<file path="config.mk">
export PLATFORM = sky130hd
export DESIGN_NAME = pc_sp_unit
export DESIGN_NICKNAME = d
export VERILOG_FILES = /design/src/rtl/pcsp_pkg.sv /design/src/rtl/pcsp_pc_sel.sv /design/src/rtl/pcsp_next_pc.sv /design/src/rtl/pcsp_stack.sv /design/src/rtl/pc_sp_unit.sv
export SDC_FILE = /design/constraint.sdc
export NUM_CORES = 1
export LEC_CHECK = 0
export BUFFER_PORTS_ARGS = -buffer_cell sky130_fd_sc_hd__buf_2
export CAP_MARGIN = 20
export CORE_UTILIZATION = 54
export DETAILED_ROUTE_END_ITERATION = 16
export GPL_ROUTABILITY_DRIVEN = 1
export HOLD_SLACK_MARGIN = 0.1
export PLACE_DENSITY = 0.83
export RECOVER_POWER = 50
export SLEW_MARGIN = 20
export SYNTH_ARGS = -nofsm -noshare
export SYNTH_HDL_FRONTEND = slang
export SYNTH_SLANG_ARGS = --single-unit
</file>
<file path="constraint.sdc">
create_clock -name clk -period 5.1 [get_ports clk]
set_input_delay 1.02 -clock clk [delete_from_list [all_inputs] [get_ports clk]]
set_output_delay 1.02 -clock clk [all_outputs]
set_load 0.02 [all_outputs]
</file>
<file path="src/rtl/pcsp_pkg.sv">
package pcsp_pkg;
  // number of flag-qualified jump kinds
  localparam int unsigned NCOND = 4;

  typedef enum logic [2:0] {
    SRC_HOLD,
    SRC_INC,
    SRC_ABS,
    SRC_REL,
    SRC_ACC
  } pc_src_e;

  typedef enum logic [1:0] {
    SP_KEEP,
    SP_UP,
    SP_DOWN
  } sp_op_e;
endpackage

</file>
<file path="src/rtl/pcsp_pc_sel.sv">
module pcsp_pc_sel
  import pcsp_pkg::*;
#(
  parameter int unsigned NC = NCOND
) (
  input  logic          step,
  input  logic          halted,
  input  logic          op_halt,
  input  logic          op_load_pc,
  input  logic          op_jmp,
  input  logic          op_jmp_rel,
  input  logic [NC-1:0] op_jcc,
  input  logic [NC-1:0] flags,
  output pc_src_e       src,
  output logic          run,
  output logic          halt_now
);
  logic [NC-1:0] hit;

  generate
    for (genvar g = 0; g < NC; g++) begin : g_cond
      assign hit[g] = op_jcc[g] & flags[g];
    end
  endgenerate

  assign halt_now = step & ~halted & op_halt;
  assign run      = step & ~halted & ~op_halt;

  always_comb begin
    if (!run)            src = SRC_HOLD;
    else if (op_load_pc) src = SRC_ACC;
    else if (op_jmp)     src = SRC_ABS;
    else if (op_jmp_rel) src = SRC_REL;
    else if (|hit)       src = SRC_ABS;
    else                 src = SRC_INC;
  end
endmodule

</file>
<file path="src/rtl/pcsp_next_pc.sv">
module pcsp_next_pc
  import pcsp_pkg::*;
#(
  parameter int unsigned AW = 32
) (
  input  logic [AW-1:0] pc,
  input  logic [AW-1:0] operand,
  input  logic [AW-1:0] acc,
  input  pc_src_e       src,
  output logic [AW-1:0] nxt
);
  localparam logic [AW-1:0] ONE = AW'(1);

  logic [AW-1:0] pc_inc;
  logic [AW-1:0] pc_rel;

  // two's-complement add gives signed offset with wrap
  assign pc_inc = pc + ONE;
  assign pc_rel = pc + operand;

  always_comb begin
    unique case (src)
      SRC_INC: nxt = pc_inc;
      SRC_ABS: nxt = operand;
      SRC_REL: nxt = pc_rel;
      SRC_ACC: nxt = acc;
      default: nxt = pc;
    endcase
  end
endmodule

</file>
<file path="src/rtl/pcsp_stack.sv">
module pcsp_stack
  import pcsp_pkg::*;
#(
  parameter int unsigned AW = 32
) (
  input  logic          clk,
  input  logic          rst_n,
  input  logic          run,
  input  logic          push,
  input  logic          pop,
  output logic [AW-1:0] sp,
  output logic [AW-1:0] addr,
  output logic          we,
  output logic          re
);
  localparam logic [AW-1:0] ONE = AW'(1);

  sp_op_e        op;
  logic [AW-1:0] sp_dec;

  assign sp_dec = sp - ONE;

  always_comb begin
    if (!run)      op = SP_KEEP;
    else if (push) op = SP_UP;
    else if (pop)  op = SP_DOWN;
    else           op = SP_KEEP;
  end

  assign we   = (op == SP_UP);
  assign re   = (op == SP_DOWN);
  assign addr = re ? sp_dec : sp;

  always_ff @(posedge clk or negedge rst_n) begin
    if (!rst_n) begin
      sp <= '0;
    end else begin
      unique case (op)
        SP_UP:   sp <= sp + ONE;
        SP_DOWN: sp <= sp_dec;
        default: sp <= sp;
      endcase
    end
  end
endmodule

</file>
<file path="src/rtl/pc_sp_unit.sv">
module pc_sp_unit
  import pcsp_pkg::*;
#(
  parameter int unsigned AW = 32
) (
  input  logic          clk,
  input  logic          rst_n,
  input  logic          step,
  input  logic          op_halt,
  input  logic          op_load_pc,
  input  logic          op_jmp,
  input  logic          op_jmp_rel,
  input  logic          op_jmp_z,
  input  logic          op_jmp_ov,
  input  logic          op_jmp_c,
  input  logic          op_jmp_eq,
  input  logic          op_push,
  input  logic          op_pop,
  input  logic          flag_z,
  input  logic          flag_ov,
  input  logic          flag_c,
  input  logic          flag_eq,
  input  logic [AW-1:0] operand,
  input  logic [AW-1:0] acc_in,
  output logic [AW-1:0] pc_o,
  output logic [AW-1:0] sp_o,
  output logic [AW-1:0] stack_addr_o,
  output logic          stack_we_o,
  output logic          stack_re_o,
  output logic          halted_o
);
  logic [AW-1:0]    pc_q;
  logic [AW-1:0]    pc_d;
  logic             halted_q;
  logic             run;
  logic             halt_now;
  pc_src_e          src;
  logic [NCOND-1:0] jcc;
  logic [NCOND-1:0] flg;

  assign jcc = {op_jmp_eq, op_jmp_c, op_jmp_ov, op_jmp_z};
  assign flg = {flag_eq, flag_c, flag_ov, flag_z};

  pcsp_pc_sel #(.NC(NCOND)) i_sel (
    .step       (step),
    .halted     (halted_q),
    .op_halt    (op_halt),
    .op_load_pc (op_load_pc),
    .op_jmp     (op_jmp),
    .op_jmp_rel (op_jmp_rel),
    .op_jcc     (jcc),
    .flags      (flg),
    .src        (src),
    .run        (run),
    .halt_now   (halt_now)
  );

  pcsp_next_pc #(.AW(AW)) i_npc (
    .pc      (pc_q),
    .operand (operand),
    .acc     (acc_in),
    .src     (src),
    .nxt     (pc_d)
  );

  pcsp_stack #(.AW(AW)) i_stk (
    .clk   (clk),
    .rst_n (rst_n),
    .run   (run),
    .push  (op_push),
    .pop   (op_pop),
    .sp    (sp_o),
    .addr  (stack_addr_o),
    .we    (stack_we_o),
    .re    (stack_re_o)
  );

  always_ff @(posedge clk or negedge rst_n) begin
    if (!rst_n) begin
      pc_q     <= '0;
      halted_q <= 1'b0;
    end else begin
      pc_q <= pc_d;
      if (halt_now) halted_q <= 1'b1;
    end
  end

  assign pc_o     = pc_q;
  assign halted_o = halted_q;
endmodule

</file>
==> run_results.csv <==
group,metric,value,unit
run_status,status,"complete, no violations",
cells_and_area,drive_gt1_share,17.7,%
cells_and_area,final_cell_mix,"130 x buf_2, 113 x nand2_1, 71 x a21oi_1",
detailed_routing,dr.pass1.iters,6,
global_route,grt_pass1_wl,28300,um
clock_tree,cts_hold_buffers,0,
sta,timing.max_slew.rel_slack,42.3,%
sta,whs,0.517,ns
yosys,synthFlopType,"dfrtp_1",
detailed_routing,drc,0,
worst_setup_path,critPathMaxFanout,17,
pwr,p_leak,0.00356,uW
pwr,internal-power,1130,uW
clock_tree,post_cts_resize_count,0,
floorplanning,rows,38,
cells_and_area,syn_to_final_growth,18.5,%
yosys,synthCells,808,
sta,fin_skew,0.00664,ns
cells_and_area,fin_nets,1068,
yosys,ys_ff_latch,65,
clock_tree,cts_tree,"done",
cells_and_area,layout_commonest_cell,"buf_2",
yosys,yosys.area.top_type,"dfrtp_1",
global_route,grt_use_total,30.5,%
detailed_routing,via_per_inst,5.92,
cells_and_area,final_util,66.3,%
run,cap_violations,0,
global_route,antenna_found_initial,2,
worst_setup_path,rr_worst_depth,13,
sta,fmax,233,MHz
placement,dp_hpwl,12900,um
sta,max_slew.worst_pin.slew,0.866,ns
clock_tree,cts_sinks,65,
floorplanning,die_area,11800,um^2
clock_tree,cts_setup_buffers,0,
clock_tree,clock-root-buffer,"clkbuf_16",
global_route,grt_max_degree,68,
pwr,switching_share,37.9,%
sta,slew_viol_final,0,
sta,worst_slack,0.802,ns
placement,portBuffers,179,
worst_setup_path,startpoint_type,"input pin",
global_route,grt_use_met2,53.0,%
worst_setup_path,critPathTopFamily,"simple AND/OR/NAND/NOR gates",
detailed_routing,wl,17600,um
worst_setup_path,slowest_stage,"or4_1",
detailed_routing,drtAntennaViolNets,0,
floorplanning,start_util,55.9,%
yosys,yosys_warnings,0,
global_route,grt_pass1_vias,5972,
worst_setup_path,path_cells,"clkbuf_1, nor3b_2, nand3b_1, inv_1, ha_1, buf_4, nand2_1, or4_1, or3_1, xnor2_1, buf_2",
global_route,grt_overflow,0,
global_route,grt.busiest_layer,"met2",
floorplanning,die_w,109,um
placement,place_ws,0.745,ns
worst_setup_path,end_kind,"primary output",
clock_tree,htreeDepth,3,
clock_tree,cts_buffers,9,
yosys,seq_area_frac_synth,26.5,%
pwr,power_density,250,nW/um^2
yosys,yosys.area.top_type_share,26.5,%
clock_tree,clk_path_buf_depth,2,
yosys,synth_area_leaders,"dfrtp_1 26%, ha_1 7.5%, nand2_1 6.9%, xor2_1 6.4%, xnor2_1 6.0%",
worst_hold_path,hold_depth,1,
global_route,grtUsageMet1,36.7,%
worst_setup_path,max_stage_delay,0.48,ns
yosys,syn-cell-area,6140,um^2
worst_setup_path,worst-setup-path-type,"input pin to primary output",
pwr,pwr-share-comb,32.2,%
yosys,synth_cell_types,64,
worst_setup_path,critPathBufInv,4,
pwr,p_sw,689,uW
sta,rsz0062_at_grt,"no",
clock_tree,clock_latency,0.34,ns
yosys,synth_nets,927,
detailed_routing,drt-initial-drc-count,421,
floorplanning,die_height,109,um
yosys,syn_area_per_cell,7.60,um^2
sta,fin_crit,4.30,ns
detailed_routing,wl_per_cell,16.0,um
floorplanning,io-pin-count,180,
clock_tree,clk_pin_slew_worst_paths,0.06,ns
pwr,peakVddDrop,0.220,mV
worst_setup_path,arrival,3.28,ns
sta,setup_violations,0,
sta,finalCritPeriodShare,84.3,%
sta,final.setup.tns,0,ns
sta,hold_viol,0,
pwr,clock_power_share,32.2,%
worst_setup_path,cp.required,4.08,ns
floorplanning,coreArea,11000,um^2
pwr,seqPwrFrac,35.7,%
worst_setup_path,cp.depth,11,
yosys,synth_edf_count,0,
yosys,synthArstFlopShare,100,%
detailed_routing,vias,6487,
global_route,use_met3,6.28,%
worst_hold_path,hold_class,"register to register",
placement,gp_congestion,0.928,
==> cell usage after synthesis (all sizes together) (2+ instances only) <==
cell and n:
a211oi 5, a21boi 3, a21o 15, a21oi 71, a221oi 5, a222oi 2, a22oi 5, a311oi 2
a31oi 5, a41oi 4, and2 30, and3 6, buf 9, clkbuf 48, dfrtp 65, ha 37
inv 14, nand2 113, nand2b 6, nand3 21, nand3b 4, nand4 17, nor2 64, nor2b 8
nor3 28, nor4 7, o211ai 17, o21a 2, o21ai 70, o21bai 6, o221ai 2, o31a 2
or3 4, or4 6, xnor2 42, xor2 45
==> final cells by class <==
class	count	area, um^2
tap	140	175
antenna	1	2.50
multi-input combinational	672	4250
clock inverter	4	28.8
sequential	65	1630
fill	999	3710
inverter	14	52.6
timing repair buffer	187	895
clock buffer	12	246
==> routing by layer <==
layer | up-vias | wire length (um)
met5 | - | 8
met4 | 2 | 463
met3 | 45 | 1350
met2 | 289 | 8570
met1 | 3006 | 7170
li1 | 3145 | -
==> through the flow <==
stage          cells  total power [uW]  instance area [um^2]
6_report        1095              1820                  7280
5_1_grt         1095              1920                  7280
4_1_cts         1094              1830                  7340
3_5_place_dp    1078              1250                  7060
3_3_place_gp    1078              1240                  7060
2_1_floorplan    808              1050                  6140
==> final timing paths <==
check                      slack, ns               to         start
max                             0.80  stack_addr_o[7]       op_halt
max in group asynchronous       3.66     i_stk.sp[28]         rst_n
max reg2reg                     1.43         pc_o[30]      halted_o
min reg2reg                     0.52     i_stk.sp[31]  i_stk.sp[31]
min in group asynchronous       0.88          pc_o[9]         rst_n
min                             0.52     i_stk.sp[31]  i_stk.sp[31]
==> worst reg2reg max path: stages (launching register included) <==
cell,delay [ns]
dfrtp_1,0.42
or3b_1,0.44
nor4b_4,0.24
buf_4,0.32
and2_1,0.19
ha_1,0.24
nand4_1,0.21
nor2_1,0.20
nand3_1,0.12
a31oi_1,0.43
o21ai_0,0.17
o311ai_1,0.34
xnor2_1,0.16
o21ai_1,0.07
==> flip-flops by register name (all words and copies together), names as in the netlist <==
| signal | flops |
|---|---|
| pc_o | 32 |
| i_stk.sp | 32 |
| halted_o | 1 |
==> cell families after synthesis <==
| logic type | share of synthesized area (%) |
|---|---|
| and+or+nand+nor | 26.2 |
| AOI/OAI and AO/OA | 22.1 |
| xor gates and xnor gates | 12.4 |
| buffers and inverters | 4.54 |
| DFF | 26.5 |
| adders and majority gates | 7.86 |
| muxes | 0.346 |
==> power groups by stage <==
stage	sequential (uW)	combinational [uW]	clock, uW
after CTS	646	598	590
after global placement	651	590	0
after floorplan	717	331	0
after global routing	657	653	609
after detailed placement	654	596	0
final	648	586	585
Power figures use the tool's default switching activity.
